==> src/rtl/fifo_ofs_pkg.sv <==
package fifo_ofs_pkg;

  // Strobes passed from control to datapath each cycle
  typedef struct packed {
    logic memWr;    // store wrData at wrAddr
    logic outLoad;  // move mem[rdAddr] into the output register
    logic showOfs;  // present offset register on rdData next cycle
  } fifoStrb_t;

endpackage

==> src/rtl/fifo_ofs_reg.sv <==
module fifo_ofs_reg #(
  parameter int OFS_W      = 4,
  parameter int DFLT_OFS_0 = 3,
  parameter int DFLT_OFS_1 = 7
) (
  input  logic               clk,
  input  logic               rstN,
  input  logic               dfltSel,
  input  logic               parLoad,
  input  logic [2*OFS_W-1:0] parData,
  input  logic               serEn,
  input  logic               serBit,
  output logic [OFS_W-1:0]   emptyOfs,
  output logic [OFS_W-1:0]   fullOfs
);

  localparam int REG_W = 2 * OFS_W;
  localparam logic [OFS_W-1:0] DFLT0 = OFS_W'(DFLT_OFS_0);
  localparam logic [OFS_W-1:0] DFLT1 = OFS_W'(DFLT_OFS_1);

  // {full offset, empty offset}: serial bits enter at the top and move down,
  // so the first bit of a full sequence ends up in bit 0.
  logic [REG_W-1:0] ofsQ;
  logic [OFS_W-1:0] dfltVal;

  assign dfltVal = dfltSel ? DFLT1 : DFLT0;

  always_ff @(posedge clk) begin
    if (!rstN)        ofsQ <= {dfltVal, dfltVal};
    else if (parLoad) ofsQ <= parData;
    else if (serEn)   ofsQ <= {serBit, ofsQ[REG_W-1:1]};
  end

  assign emptyOfs = ofsQ[OFS_W-1:0];
  assign fullOfs  = ofsQ[REG_W-1:OFS_W];

  // a parallel load lands verbatim
  p_par_load_r10: assert property (@(posedge clk) disable iff (!rstN)
    parLoad |=> ofsQ == $past(parData));

  // without a load or shift the offsets are kept
  p_ofs_keep_r9: assert property (@(posedge clk) disable iff (!rstN)
    (!parLoad && !serEn) |=> $stable(ofsQ));

endmodule

==> src/rtl/fifo_ctrl.sv <==
module fifo_ctrl
  import fifo_ofs_pkg::*;
#(
  parameter int DEPTH  = 16,
  parameter int ADDR_W = 4,
  parameter int OFS_W  = 4
) (
  input  logic              clk,
  input  logic              rstN,
  input  logic              fwftSel,
  input  logic              wrEn,
  input  logic              rdEn,
  input  logic              cfgLoad,
  input  logic              rtEn,
  input  logic [OFS_W-1:0]  emptyOfs,
  input  logic [OFS_W-1:0]  fullOfs,
  output fifoStrb_t         strb,
  output logic [ADDR_W-1:0] wrAddr,
  output logic [ADDR_W-1:0] rdAddr,
  output logic              parLoad,
  output logic              full,
  output logic              empty,
  output logic              halfFull,
  output logic              almostFull,
  output logic              almostEmpty
);

  localparam int PTR_W = ADDR_W + 1;
  localparam int CNT_W = ADDR_W + 2;
  localparam logic [PTR_W-1:0] DEPTH_P = PTR_W'(DEPTH);
  localparam logic [CNT_W-1:0] DEPTH_C = CNT_W'(DEPTH);
  localparam logic [CNT_W-1:0] HALF_C  = CNT_W'(DEPTH / 2 + 1);

  logic             fwftQ;
  logic             outValidQ;
  logic [PTR_W-1:0] wrPtrQ, rdPtrQ;
  logic [PTR_W-1:0] memCnt;
  logic [CNT_W-1:0] tot, shift;
  logic             memHasData, memFull;
  logic             wrAcc, rdReq, consume, outLoad;

  assign memCnt     = wrPtrQ - rdPtrQ;
  assign memHasData = (memCnt != '0);
  assign memFull    = (memCnt == DEPTH_P);

  assign wrAcc   = wrEn & ~cfgLoad & ~memFull;
  assign rdReq   = rdEn & ~cfgLoad & ~rtEn;
  assign consume = fwftQ & rdReq & outValidQ;
  // Standard: load on request. Fall-through: refill whenever the slot is free.
  assign outLoad = ~rtEn & memHasData & (fwftQ ? (~outValidQ | consume) : rdReq);
  assign parLoad = cfgLoad & wrEn;

  assign strb.memWr   = wrAcc;
  assign strb.outLoad = outLoad;
  assign strb.showOfs = cfgLoad & rdEn;

  assign wrAddr = wrPtrQ[ADDR_W-1:0];
  assign rdAddr = rdPtrQ[ADDR_W-1:0];

  always_ff @(posedge clk) begin
    if (!rstN) begin
      fwftQ     <= fwftSel;
      wrPtrQ    <= '0;
      rdPtrQ    <= '0;
      outValidQ <= 1'b0;
    end else begin
      if (wrAcc) wrPtrQ <= wrPtrQ + 1'b1;
      if (rtEn)         rdPtrQ <= '0;
      else if (outLoad) rdPtrQ <= rdPtrQ + 1'b1;
      if (rtEn || !fwftQ) outValidQ <= 1'b0;
      else if (outLoad)   outValidQ <= 1'b1;
      else if (consume)   outValidQ <= 1'b0;
    end
  end

  // Flags from registered state; fall-through adds the output slot and
  // moves each threshold up by one.
  assign shift = {{(CNT_W-1){1'b0}}, fwftQ};
  assign tot   = CNT_W'(memCnt) + CNT_W'(outValidQ);

  assign full        = (tot == DEPTH_C + shift);
  assign empty       = fwftQ ? ~outValidQ : ~memHasData;
  assign halfFull    = (tot >= HALF_C + shift);
  assign almostFull  = (tot >= DEPTH_C + shift - CNT_W'(fullOfs));
  assign almostEmpty = (tot <= CNT_W'(emptyOfs) + shift);

  // no write advances past a full FIFO
  p_no_overflow_r3: assert property (@(posedge clk) disable iff (!rstN)
    full |=> wrPtrQ == $past(wrPtrQ));

  // no standard-mode read from an empty FIFO
  p_no_underflow_r3: assert property (@(posedge clk) disable iff (!rstN)
    (!fwftQ && empty && !rtEn) |=> rdPtrQ == $past(rdPtrQ));

  // full and empty never coincide
  p_full_empty_excl_r4: assert property (@(posedge clk) disable iff (!rstN)
    !(full && empty));

  // retransmit rewinds the read side
  p_rt_rewind_r12: assert property (@(posedge clk) disable iff (!rstN)
    rtEn |=> rdPtrQ == '0);

  // mode fixed outside reset
  p_mode_hold_r13: assert property (@(posedge clk) disable iff (!rstN)
    rstN |=> $stable(fwftQ));

endmodule

==> src/rtl/fifo_dpath.sv <==
module fifo_dpath
  import fifo_ofs_pkg::*;
#(
  parameter int DATA_W = 8,
  parameter int DEPTH  = 16,
  parameter int ADDR_W = 4,
  parameter int OFS_W  = 4
) (
  input  logic               clk,
  input  logic               rstN,
  input  fifoStrb_t          strb,
  input  logic [ADDR_W-1:0]  wrAddr,
  input  logic [ADDR_W-1:0]  rdAddr,
  input  logic [DATA_W-1:0]  wrData,
  input  logic [2*OFS_W-1:0] ofsBits,
  output logic [DATA_W-1:0]  rdData
);

  logic [DATA_W-1:0] mem [DEPTH];
  logic [DATA_W-1:0] outQ;
  logic              showQ;

  always_ff @(posedge clk) begin
    if (strb.memWr) mem[wrAddr] <= wrData;
  end

  always_ff @(posedge clk) begin
    if (!rstN) begin
      outQ  <= '0;
      showQ <= 1'b0;
    end else begin
      if (strb.outLoad) outQ <= mem[rdAddr];
      showQ <= strb.showOfs;
    end
  end

  assign rdData = showQ ? DATA_W'(ofsBits) : outQ;

endmodule

==> src/rtl/prog_flag_fifo.sv <==
module prog_flag_fifo
  import fifo_ofs_pkg::*;
#(
  parameter int DATA_W     = 8,
  parameter int DEPTH      = 16,
  parameter int DFLT_OFS_0 = 3,
  parameter int DFLT_OFS_1 = 7
) (
  input  logic              clk,
  input  logic              rstN,
  input  logic              fwftSel,
  input  logic              ofsDfltSel,
  input  logic              wrEn,
  input  logic [DATA_W-1:0] wrData,
  input  logic              rdEn,
  output logic [DATA_W-1:0] rdData,
  input  logic              cfgLoad,
  input  logic              serEn,
  input  logic              serBit,
  input  logic              rtEn,
  output logic              full,
  output logic              empty,
  output logic              halfFull,
  output logic              almostFull,
  output logic              almostEmpty
);

  // DEPTH is a power of two; DATA_W must hold both offsets side by side.
  localparam int ADDR_W = $clog2(DEPTH);
  localparam int OFS_W  = ADDR_W;

  fifoStrb_t         strb;
  logic [ADDR_W-1:0] wrAddr, rdAddr;
  logic              parLoad;
  logic [OFS_W-1:0]  emptyOfs, fullOfs;

  fifo_ofs_reg #(
    .OFS_W(OFS_W), .DFLT_OFS_0(DFLT_OFS_0), .DFLT_OFS_1(DFLT_OFS_1)
  ) uOfs (
    .clk(clk), .rstN(rstN), .dfltSel(ofsDfltSel),
    .parLoad(parLoad), .parData(wrData[2*OFS_W-1:0]),
    .serEn(serEn), .serBit(serBit),
    .emptyOfs(emptyOfs), .fullOfs(fullOfs)
  );

  fifo_ctrl #(
    .DEPTH(DEPTH), .ADDR_W(ADDR_W), .OFS_W(OFS_W)
  ) uCtrl (
    .clk(clk), .rstN(rstN), .fwftSel(fwftSel),
    .wrEn(wrEn), .rdEn(rdEn), .cfgLoad(cfgLoad), .rtEn(rtEn),
    .emptyOfs(emptyOfs), .fullOfs(fullOfs),
    .strb(strb), .wrAddr(wrAddr), .rdAddr(rdAddr), .parLoad(parLoad),
    .full(full), .empty(empty), .halfFull(halfFull),
    .almostFull(almostFull), .almostEmpty(almostEmpty)
  );

  fifo_dpath #(
    .DATA_W(DATA_W), .DEPTH(DEPTH), .ADDR_W(ADDR_W), .OFS_W(OFS_W)
  ) uDp (
    .clk(clk), .rstN(rstN), .strb(strb),
    .wrAddr(wrAddr), .rdAddr(rdAddr), .wrData(wrData),
    .ofsBits({fullOfs, emptyOfs}), .rdData(rdData)
  );

endmodule

==> config.mk <==
export PLATFORM = sky130hd
export DESIGN_NAME = prog_flag_fifo
export DESIGN_NICKNAME = d
export VERILOG_FILES = /design/src/rtl/fifo_ofs_pkg.sv /design/src/rtl/fifo_ofs_reg.sv /design/src/rtl/fifo_ctrl.sv /design/src/rtl/fifo_dpath.sv /design/src/rtl/prog_flag_fifo.sv
export SDC_FILE = /design/constraint.sdc
export NUM_CORES = 1
export LEC_CHECK = 0
export BUFFER_PORTS_ARGS = -buffer_cell sky130_fd_sc_hd__buf_2
export CAP_MARGIN = 30
export CORE_ASPECT_RATIO = 0.5
export CORE_MARGIN = 10
export CORE_UTILIZATION = 55
export CTS_CLUSTER_SIZE = 24
export DETAILED_ROUTE_END_ITERATION = 8
export PLACE_DENSITY = 0.8
export SYNTH_ARGS = -nofsm -noshare
export SYNTH_HDL_FRONTEND = slang
export SYNTH_HIERARCHICAL = 1
export SYNTH_SLANG_ARGS = --single-unit
export TNS_END_PERCENT = 1
==> constraint.sdc <==
create_clock -name clk -period 5.4 [get_ports clk]
set_input_delay 0.81 -clock clk [delete_from_list [all_inputs] [get_ports clk]]
set_output_delay 0.81 -clock clk [all_outputs]
set_load 0.1 [all_outputs]
== Word-level counts from Yosys, hierarchy flattened ==
Memory sizes are Yosys's and may differ from the RTL's. A register that Yosys moved wholly into a read port is not among the register bits.
Index checks and enable logic that the tools add are counted.

* Memories: 1
* Input port bits: 18
* RAM bits: 128
* Register bits after elaboration: 21
* Output and inout port bits: 13

{| class="wikitable"
|+ Memory list
! memory !! depth !! bits a word !! read ports !! clocked after memory_dff !! wr ports !! line !! text
|-
| uDp.mem || 16 || 8 || 1 || 1 || 1 || fifo_dpath.sv:19 || <nowiki>logic [DATA_W-1:0] mem [DEPTH];</nowiki>
|}

* Reductions and logical operators: 7
* Eq/ne operators: 3
* Magnitude comparators: 3
* Muxes and demuxes: 11
* Bitwise logic cells: 17
* $add $sub $neg: 8

{| class="wikitable"
|+ Operators with widths
! kind !! count
|-
| $mux W8 || 4
|-
| $ge A6 B6 Y1 || 2
|-
| $add A5 B1 Y5 const B || 2
|-
| $and A1 B1 Y1 || 10
|-
| $add A5 B1 Y6 || 1
|-
| $add A5 B1 Y6 const A || 1
|-
| $eq A6 B6 Y1 || 1
|-
| $le A6 B6 Y1 || 1
|-
| $mux W1 || 6
|-
| $not A1 Y1 || 6
|-
| $sub A6 B4 Y6 || 1
|-
| $add A4 B1 Y5 || 1
|-
| $add A4 B1 Y5 const A || 1
|-
| $eq A5 B5 Y1 const B || 1
|-
| $reduce_bool A5 Y1 || 1
|-
| $sub A5 B5 Y5 || 1
|-
| $reduce_or A2 Y1 || 2
|-
| $mux W3 || 1
|-
| $ne A3 B1 Y1 const B || 1
|-
| $logic_not A1 Y1 || 2
|-
| $reduce_bool A2 Y1 || 1
|-
| $logic_or A1 B1 Y1 || 1
|-
| $or A1 B1 Y1 || 1
|}

== Depth between registers and ports, before layout ==
Gate-level depths: netlist of the first run.

* Depth after elaboration: 9
* Depth in mapped cells: 13

== Cells and area by module ==
The synthesis of the first run kept the hierarchy.

{| class="wikitable"
|+ By module, submodules not included
! module !! instances !! cells an instance !! area each (µm²)
|-
| fifo_dpath || 1 || 329 || 5471.5
|-
| fifo_ctrl || 1 || 171 || 1391.3
|-
| fifo_ofs_reg || 1 || 28 || 389.1
|}

== Worst setup path before layout of the first run ==
No wires, ideal clock.

* Path kind: register -> output
* Start point: reg uCtrl.wrPtrQ[0]
* End point: out empty
* Arrival time: 4.002 ns
* Slack: 0.588 ns
* Cell stages (with the launch flop): 9
* Data required time: 4.590 ns
* Cells stage by stage: dfxtp_1 -> inv_1 -> ha_1 -> inv_1 -> fa_1 -> nand3b_1 -> a211o_2 -> a2bb2o_1 -> o21ai_0

* Word-level cells in the longest chain between the ends: 4

{| class="wikitable"
|+ RTL lines
! item !! line !! text
|-
| start: declaration || fifo_ctrl.sv:36 || <nowiki>logic [PTR_W-1:0] wrPtrQ, rdPtrQ;</nowiki>
|-
| start signal: assignment || fifo_ctrl.sv:67 || <nowiki>if (wrAcc) wrPtrQ <= wrPtrQ + 1'b1;</nowiki>
|-
| $sub A5 B5 Y5 || fifo_ctrl.sv:42 || <nowiki>assign memCnt = wrPtrQ - rdPtrQ;</nowiki>
|-
| $reduce_bool A5 Y1 || fifo_ctrl.sv:43 || <nowiki>assign memHasData = (memCnt != '0);</nowiki>
|-
| $not A1 Y1 || fifo_ctrl.sv:82 || <nowiki>assign empty = fwftQ ? ~outValidQ : ~memHasData;</nowiki>
|-
| $mux W1 || fifo_ctrl.sv:82 ||
|-
| end: declaration || prog_flag_fifo.sv:22 || <nowiki>output logic empty,</nowiki>
|}

Every way passes these cells.

== Worst setup path in the final report of the first run ==
* Start point: reg uCtrl.wrPtrQ[0]
* End point: out almostEmpty

* Word-level cells in the longest chain between the ends: 3

{| class="wikitable"
|+ RTL lines
! item !! line !! text
|-
| $sub A5 B5 Y5 || fifo_ctrl.sv:42 ||
|-
| $add A5 B1 Y6 || fifo_ctrl.sv:79 || <nowiki>assign tot = CNT_W'(memCnt) + CNT_W'(outValidQ);</nowiki>
|-
| $le A6 B6 Y1 || fifo_ctrl.sv:85 || <nowiki>assign almostEmpty = (tot <= CNT_W'(emptyOfs) + shift);</nowiki>
|-
| end: declaration || prog_flag_fifo.sv:25 || <nowiki>output logic almostEmpty</nowiki>
|}

Every way passes these cells.

==> results of run 1 <==
cell usage after synthesis (all sizes together) (2+ instances only):
library cell	number	area (um2)
nor2	19	76.3
and3	3	18.8
or3b	2	17.5
edfxtp	137	4110
and2	4	25.0
a21oi	26	130
xor2	5	43.8
nand4	4	25.0
or3	7	43.8
dfxtp	20	400
a22oi	25	188
inv	19	71.3
and4b	2	20.0
ha	24	300
buf	27	244
a211o	2	18.8
mux2	8	90.1
nor3b	2	15.0
nor2b	6	37.5
mux2i	75	751
nand2b	7	43.8
o21ai	11	55.1
nand2	33	124
clkbuf	2	7.51
nor3	8	45.0
xnor2	4	35.0
nand3	32	160
nand3b	6	45.0
flip-flops by register name (all words and copies together), names as in the netlist:
register	cells
uDp/mem	128
uDp/outQ	8
uOfs/ofsQ	8
uCtrl/rdPtrQ	5
uCtrl/wrPtrQ	5
uCtrl/fwftQ	1
uCtrl/outValidQ	1
uDp/showQ	1
worst max-delay path, delay by kind of cell (launching register included):
family          cells  cell delay, ns
simple gates        1            0.22
fa+ha+maj           4            1.28
flops               1            0.53
buf+inv             4            0.73
xor+xnor            1            0.27
compound gates      3            0.35
stage by stage:
stage	setup WS (ns)	hold slack [ns]
final	0.789	0.465
after global routing	0.576	0.499
after global placement	1.34	0.435
after detailed placement	1.29	0.447
after CTS	0.805	0.460
after floorplan	0.588	0.422
per-layer routing:
| metal | GRT usage | share of wire |
|---|---|---|
| met4 | 0.0534 | 0.013 |
| met5 | 0 | 0 |
| met3 | 0.0470 | 0.093 |
| met2 | 0.263 | 0.45 |
| met1 | 0.240 | 0.44 |
power by group through the flow:
stage	logic (mW)	clock network, mW	registers [mW]
floorplan	0.201	0	1.37
global placement	0.253	0	1.38
detailed placement	0.260	0	1.38
CTS	0.261	1.22	1.35
global route	0.284	1.27	1.36
finish	0.261	1.21	1.35
cell families after synthesis:
| family | after synthesis | share of synthesized area |
|---|---|---|
| xor+xnor | 10 | 0.0140 |
| mux | 83 | 0.116 |
| flops | 157 | 0.622 |
| simple gates | 136 | 0.0977 |
| buf+inv | 48 | 0.0445 |
| fa+ha+maj | 25 | 0.0442 |
| compound gates | 69 | 0.0612 |
layout make-up:
| class | instances | area, um2 | share of cell area |
|---|---|---|---|
| sequential | 157 | 4520 | 0.561 |
| multi-input combinational | 323 | 2410 | 0.300 |
| clock buffer | 18 | 429 | 0.0533 |
| timing repair buffer | 38 | 230 | 0.0286 |
| tap | 170 | 213 | 0.0264 |
| clock inverter | 14 | 176 | 0.0219 |
| inverter | 19 | 71.3 | 0.00886 |
worst max-delay path by stage:
stage | slack [ns] | startpoint | endpoint
2_1_floorplan | 0.59 | uCtrl/wrPtrQ[0] | empty
3_3_place_gp | 1.34 | uCtrl/wrPtrQ[0] | almostEmpty
3_5_place_dp | 1.29 | uCtrl/wrPtrQ[0] | almostEmpty
4_1_cts | 0.81 | uCtrl/wrPtrQ[0] | almostEmpty
5_1_grt | 0.58 | uCtrl/wrPtrQ[0] | almostEmpty
6_report | 0.79 | uCtrl/wrPtrQ[0] | almostEmpty
==> flow_summary_export.csv, run 1 <==
group,metric,value,unit
layout,nFillCells,898,
layout,layout_commonest_cell,"edfxtp_1",
route,routed_wl,15700,um
worst_setup_path,crit_type,"reg2out",
die,die_h,101,um
timing,fin_crit,4.61,ns
cts,post_cts_buffers,0,
cts,clkLatencyLatePin,0.43,ns
synthesis,synth.yosys.seq_area_share,0.622,
global_route,grt_max_degree,60,
cts,root_buffer,"clkbuf_16",
run,cap_violations,0,
layout,area_delta_synth_final,11.0,%
power_and_ir_drop,sw_frac_of_total,0.254,
synthesis,ys_ff_latch,157,
cts,cts_tree,"built",
timing,fin_skew,0.00800,ns
synthesis,syn_area,7250,um2
synthesis,synth_flop_cell,"edfxtp_1",
worst_setup_path,crit_chain,"inv_1, ha_1, inv_1, fa_1, ha_1, and4b_1, xnor2_1, inv_1, ha_1, a21oi_1, o21ai_0, a21oi_1, buf_2",
worst_setup_path,r2r-start,"uCtrl/wrPtrQ[0]",
timing,finalCritPeriodShare,0.854,
placement,gp_congestion,0.872,
synthesis,yosys_warnings,6,
route,firstDrtPassIters,5,
power_and_ir_drop,p_seq_frac,0.479,
layout,instances_no_fill,739,
power_and_ir_drop,pwr_density_cell,351,nW/um2
timing,finalSetupTns,0,ns
global_route,grt_overflow,0,
worst_hold_path,min_path_type,"reg2reg",
cts,clk_pin_slew,0.06,ns
die,num_rows,29,
cts,clockBufferDepth,2,
global_route,grt_pass1_wl,24600,um
worst_setup_path,cp_max_fo,11,
power_and_ir_drop,power_leakage,2.80,nW
layout,final_area,8050,um2
route,vias,4480,
synthesis,synth_nets,571,
worst_setup_path,critPathLaunchType,"flip-flop",
power_and_ir_drop,p_int,2.11,mW
route,drcViolationCount,0,
worst_setup_path,ff2ff_path_depth,10,
synthesis,syn_avg_cell_area,13.7,um2
power_and_ir_drop,p_clk_frac,0.428,
placement,dpl.hpwl,10100,um
route,drtIter0Drc,398,
worst_setup_path,critPathArrivalTime,3.80,ns
layout,finish.net_count,599,
die,die_w,182,um
worst_hold_path,min_to,"uDp/outQ[1]",
global_route,grt_pass1_vias,4375,
worst_hold_path,worstHoldStart,"uDp/outQ[1]",
synthesis,synth-edff-count,137,
cts,ctsResizeCount,0,
cts,htree_levels,4,
placement,dp_cells,706,
worst_setup_path,reg2reg_slack,1.40,ns
layout,layout_common_cells,"137 x edfxtp_1, 75 x mux2i_1, 33 x nand2_1, 32 x nand3_1, 30 x buf_2",
layout,finish.utilization,0.630,
layout,layout-drive-gt1-share,0.149,
worst_setup_path,cpMaxStageDelayCell,"dfxtp_1",
die,coreArea,12800,um2
synthesis,ys_types,44,
placement,placed_area,7420,um2
worst_setup_path,cpPeakStageDelay,0.53,ns
global_route,grt_usage,0.174,
power_and_ir_drop,fin_total_pwr,2.82,mW
timing,setup_viol,0,
power_and_ir_drop,switching_power,0.716,mW
timing,tightest_slew,0.924,ns
timing,grt_setup_unrepaired,"no",
cts,cts_buffers,17,
timing,slew_violations,0,
synthesis,async_reset_ff_frac,0,
power_and_ir_drop,pwr-share-comb,0.092,
placement,io_buffers,30,
worst_hold_path,hold_depth,2,
die,start_util,0.568,
die,die-area,18500,um2
global_route,antenna_found_initial,0,
worst_setup_path,end_kind,"primary output",
cts,holdBufCountCts,0,
timing,relSlewSlack,0.382,
cts,numClockSinks,157,
route,ant_nets,0,
worst_setup_path,worstPathRequired,4.59,ns
outcome,status,"complete, no violations",
route,via_per_inst,6.06,
route,wl_per_cell,21.3,um
power_and_ir_drop,ir_worst_vdd,265,uV
layout,antenna_cells,0,
die,ios,31,
timing,max_freq,217,MHz
synthesis,syn_inst,528,
timing,hold_viol_final,0,
worst_setup_path,r2r_end,"uDp/mem[2][5]",
No activity file was read; power rests on OpenSTA's default activity.
==> run 2, diff against run 1 <==
==> constraint.sdc (replaced) <==
create_clock -name clk -period 4.63 [get_ports clk]
set_input_delay 0.6945 -clock clk [delete_from_list [all_inputs] [get_ports clk]]
set_output_delay 0.6945 -clock clk [all_outputs]
set_load 0.1 [all_outputs]
==> run 2 against run 1 <==
  * Critical path depth stayed put
  * Via count is 0.87% higher
  * Final cell count stayed put
  * Power is 18% higher
  * Design area is 0.12% lower
  * Register-to-register slack worse by 0.73 ns
  * Highest routed layer unchanged
==> flow_summary_export.csv, run 2 (synthesis gave the netlist of run 1 again) <==
group,metric,value,unit
outcome,status,"complete, no violations",
cts,clockBufferDepth,2,
placement,placed_area,7430,um2
global_route,grt_pass1_wl,24100,um
layout,layout-drive-gt1-share,0.151,
die,die_h,101,um
cts,clkLatencyLatePin,0.43,ns
worst_hold_path,min_path_type,"in2reg",
timing,max_freq,234,MHz
route,wl_per_cell,21.1,um
timing,relSlewSlack,0.411,
timing,finalSetupTns,0,ns
layout,layout_commonest_cell,"edfxtp_1",
die,num_rows,29,
layout,layout_common_cells,"137 x edfxtp_1, 75 x mux2i_1, 33 x nand2_1, 32 x nand3_1, 29 x buf_2",
global_route,grt_pass1_vias,4404,
worst_hold_path,worstHoldStart,"fwftSel",
worst_setup_path,cp_max_fo,11,
layout,antenna_cells,0,
route,drcViolationCount,0,
layout,area_delta_synth_final,10.9,%
cts,cts_buffers,17,
route,firstDrtPassIters,5,
layout,regMostFlops,"uDp/mem",
worst_setup_path,critPathLaunchType,"flip-flop",
die,coreArea,12800,um2
cts,root_buffer,"clkbuf_16",
power_and_ir_drop,pwr_density_cell,413,nW/um2
worst_setup_path,r2r-start,"uCtrl/rdPtrQ[0]",
power_and_ir_drop,power_leakage,2.81,nW
die,ios,31,
timing,grt_setup_unrepaired,"no",
die,start_util,0.568,
placement,gp_congestion,0.881,
layout,largest_register_ffs,128,
placement,io_buffers,30,
timing,fin_skew,0.00940,ns
route,ant_nets,0,
route,via_per_inst,6.12,
power_and_ir_drop,ir_worst_vdd,299,uV
placement,dp_cells,707,
worst_setup_path,critPathArrivalTime,3.58,ns
layout,instances_no_fill,739,
run,cap_violations,0,
layout,top_regs,"uDp/mem (128), uDp/outQ (8), uOfs/ofsQ (8)",
cts,htree_levels,4,
route,routed_wl,15600,um
global_route,grt_usage,0.169,
placement,dpl.hpwl,10100,um
timing,tightest_slew,0.880,ns
global_route,grt_max_degree,41,
worst_setup_path,setup.worst_path.start,"uCtrl/wrPtrQ[0]",
route,vias,4519,
timing,setup_viol,0,
cts,numClockSinks,157,
timing,slew_violations,0,
timing,hold_viol_final,0,
layout,finish.net_count,599,
die,die-area,18500,um2
timing,fin_crit,4.27,ns
global_route,antenna_found_initial,0,
layout,final_area,8040,um2
power_and_ir_drop,fin_total_pwr,3.32,mW
die,die_w,182,um
worst_setup_path,worstPathRequired,3.94,ns
worst_setup_path,end_kind,"primary output",
cts,clk_pin_slew,0.06,ns
route,drtIter0Drc,480,
global_route,grt_overflow,0,
timing,finalCritPeriodShare,0.923,
cts,cts_tree,"built",
timing,whs,0.448,ns
worst_setup_path,crit_type,"reg2out",
==> run 2: cell types whose count changed in the layout (fill, tap and decap cells not counted), sizes merged <==
cell      previous run  this run
clkinvlp             3         1
bufinv               2         3
buf                 38        37
clkinv               3         6
inv                 25        24
==> run 2: metrics by stage <==
| stage | util | setup slack (ns) |
|---|---|---|
| after floorplan | - | 0.0540 |
| after global routing | 0.630 | 0.0991 |
| final | 0.630 | 0.356 |
| after CTS | 0.629 | 0.152 |
| after detailed placement | 0.582 | 0.607 |
| after global placement | 0.582 | 0.705 |
==> run 2: worst max-delay path, stage by stage, from the launching register on <==
cell,delay (ns)
dfxtp_2,0.43
inv_1,0.09
ha_1,0.21
inv_1,0.07
fa_1,0.46
ha_1,0.25
and4b_1,0.22
xnor2_1,0.27
inv_1,0.11
ha_1,0.34
a21oi_1,0.12
o21ai_0,0.10
a21oi_1,0.15
clkbuf_4,0.34
==> run 2: final cells by class <==
| cell class | instances | area [um2] |
|---|---|---|
| sequential | 157 | 4520 |
| timing repair buffer | 38 | 213 |
| clock buffer | 17 | 425 |
| multi-input combinational | 323 | 2410 |
| clock inverter | 15 | 186 |
| tap | 170 | 213 |
| inverter | 19 | 71.3 |
| fill | 928 | 4730 |
==> run 2: power breakdown <==
| group | switching (mW) | internal (mW) |
|---|---|---|
| clock network | 0.576 | 0.858 |
| registers | 0.0213 | 1.56 |
| logic | 0.222 | 0.0862 |
==> run 2: timing repair <==
item | 4_1_cts | 5_1_grt
hold buffers | 0 | 0
setup endpoints to repair | 0 | 1
buffers inserted | 0 | 0
gates resized for setup | 0 | 2
==> run 2: per-layer routing <==
metal | vias to the layer above | part of all wire | global-route usage
met5 | - | 0 | 0
met4 | 0 | 0.015 | 0.0640
met3 | 19 | 0.10 | 0.0370
met2 | 255 | 0.46 | 0.262
met1 | 2202 | 0.43 | 0.230
li1 | 2043 | - | -
==> run 2: path summary, 6_finish.rpt <==
kind / slack (ns) / endpoint / depth (start not counted)
worst min-delay path: 0.45 / uCtrl/fwftQ / 1
worst max register to register: 0.67 / uDp/mem[2][6] / 9
worst min register to register: 0.47 / uDp/outQ[1] / 2
worst max-delay path: 0.36 / almostEmpty / 13
==> run 3, diff against run 2 <==
--- a/config.mk
+++ b/config.mk
@@ -12,7 +12,7 @@
 export CORE_UTILIZATION = 55
 export CTS_CLUSTER_SIZE = 24
 export DETAILED_ROUTE_END_ITERATION = 8
-export PLACE_DENSITY = 0.8
+export PLACE_DENSITY = 0.83
 export SYNTH_ARGS = -nofsm -noshare
 export SYNTH_HDL_FRONTEND = slang
 export SYNTH_HIERARCHICAL = 1
==> constraint.sdc (replaced) <==
create_clock -name clk -period 3.88 [get_ports clk]
set_input_delay 0.582 -clock clk [delete_from_list [all_inputs] [get_ports clk]]
set_output_delay 0.582 -clock clk [all_outputs]
set_load 0.1 [all_outputs]
==> run 3 against run 2 <==
  * Register-to-register slack worse by 0.04 ns
  * Final cell count increased by 2.7%
  * Flip-flop and latch count unchanged
  * Via count up 3.8%
  * Die area is the same
  * Combinational power up 30%
  * Critical endpoint is now almostFull
==> flow_summary_export.csv, run 3 (synthesis gave the netlist of run 1 again) <==
group,metric,value,unit
layout,finish.utilization,0.649,
timing,max_freq,262,MHz
route,wl_per_cell,21.4,um
route,drtIter0Drc,526,
placement,dpl.hpwl,10200,um
placement,post-place-ws,0.318,ns
layout,area_delta_synth_final,14.3,%
power_and_ir_drop,ir_worst_vdd,373,uV
global_route,grt_pass1_vias,4543,
worst_setup_path,end_kind,"primary output",
die,die_h,101,um
cts,cts_tree,"built",
global_route,grt_max_degree,40,
cts,holdBufCountCts,0,
layout,top_regs,"uDp/mem (128), uDp/outQ (8), uOfs/ofsQ (8)",
timing,slew_violations,0,
power_and_ir_drop,power_leakage,2.94,nW
layout,layout_commonest_cell,"edfxtp_1",
layout,layout_common_cells,"137 x edfxtp_1, 75 x mux2i_1, 33 x nand2_1, 32 x nand3_1, 28 x buf_4",
power_and_ir_drop,p_int,3.07,mW
cts,clkLatencyLatePin,0.42,ns
cts,clk_pin_slew,0.06,ns
route,routed_wl,16300,um
die,start_util,0.568,
cts,clockBufferDepth,2,
timing,fin_crit,3.82,ns
power_and_ir_drop,pwr_density_cell,489,nW/um2
global_route,grt_pass1_wl,24700,um
timing,relSlewSlack,0.452,
layout,antenna_cells,0,
power_and_ir_drop,p_clk_frac,0.437,
layout,layout-drive-gt1-share,0.197,
route,drcViolationCount,0,
cts,cts_buffers,17,
run,cap_violations,0,
die,die_w,182,um
timing,grt_setup_unrepaired,"yes",
timing,setup_viol,0,
worst_setup_path,critPathLaunchType,"flip-flop",
worst_hold_path,min_path_type,"in2reg",
die,die-area,18500,um2
layout,finish.net_count,619,
global_route,antenna_found_initial,0,
route,vias,4692,
route,ant_nets,0,
power_and_ir_drop,sw_frac_of_total,0.243,
worst_setup_path,cp_max_fo,2,
placement,gp_congestion,0.899,
worst_setup_path,crit_type,"reg2out",
die,ios,31,
route,via_per_inst,6.18,
power_and_ir_drop,switching_power,0.984,mW
global_route,grt_overflow,0,
power_and_ir_drop,p_seq_frac,0.464,
placement,io_buffers,30,
timing,fin_skew,0.00965,ns
layout,largest_register_ffs,128,
timing,tightest_slew,0.821,ns
timing,hold_viol_final,0,
power_and_ir_drop,pwr-share-comb,0.099,
die,coreArea,12800,um2
timing,finalCritPeriodShare,0.984,
outcome,status,"complete, no violations",
worst_setup_path,worstPathRequired,3.30,ns
worst_setup_path,critPathArrivalTime,3.23,ns
cts,numClockSinks,157,
die,num_rows,29,
route,firstDrtPassIters,5,
timing,fin_ws,0.0632,ns
cts,root_buffer,"clkbuf_16",
global_route,grt_usage,0.173,
layout,regMostFlops,"uDp/mem",
cts,htree_levels,4,
[run 3: worst paths after layout]
| check | start | to | slack (ns) | depth (start not counted) |
|---|---|---|---|---|
| worst max register to register | uCtrl/wrPtrQ[0] | uDp/mem[1][5] | 0.63 | 13 |
| worst min register to register | uDp/outQ[2] | uDp/outQ[2] | 0.48 | 2 |
| worst max-delay path | uCtrl/wrPtrQ[0] | almostFull | 0.06 | 13 |
| worst min-delay path | fwftSel | uCtrl/fwftQ | 0.34 | 1 |
[run 3: worst max-delay path: stages (launching register included)]
cell and delay (ns):
dfxtp_1 0.31, inv_1 0.07, ha_1 0.18, inv_1 0.07
fa_2 0.55, ha_2 0.21, and4b_1 0.27, xnor2_2 0.15
inv_2 0.08, ha_1 0.28, o21ai_0 0.07, a21oi_1 0.05
or3_1 0.33, buf_6 0.20
[run 3: stage by stage]
stage / hold slack, ns / std cells / setup TNS, ns / total power [mW] / cell area, um2
2_1_floorplan: 0.422 / 528 / -0.607 / 2.19 / 7250
3_3_place_gp: 0.442 / 725 / 0 / 2.29 / 7580
3_5_place_dp: 0.452 / 725 / 0 / 2.30 / 7580
4_1_cts: 0.325 / 758 / 0 / 4.06 / 8230
5_1_grt: 0.329 / 759 / -0.163 / 4.16 / 8290
6_report: 0.337 / 759 / 0 / 4.05 / 8290
[run 3: repair_timing]
item,in CTS,in global routing
pin swaps,2,4
setup endpoints to repair,2,3
setup buffers,1,1
gates resized for setup,3,12
[run 3: routing by layer]
layer  part of all wire  global-route usage  wire length, um
met1               0.43               0.228             7010
met2               0.46               0.272             7540
met3              0.083              0.0406             1340
met4              0.023              0.0715              382
met5                  0                   0                0
[run 3: power by group through the flow]
stage                     Clock [mW]  Sequential, mW  Combinational (mW)
after global routing            1.85            1.88               0.428
after CTS                       1.79            1.88               0.389
after global placement             0            1.92               0.372
final                           1.77            1.88               0.400
after detailed placement           0            1.92               0.382
after floorplan                    0            1.91               0.280
[run 3: final cells by class]
class,count,area (um2)
fill,882,4490
multi-input combinational,323,2470
tap,170,213
sequential,157,4520
clock buffer,17,425
inverter,19,71.3
timing repair buffer,58,384
clock inverter,15,208
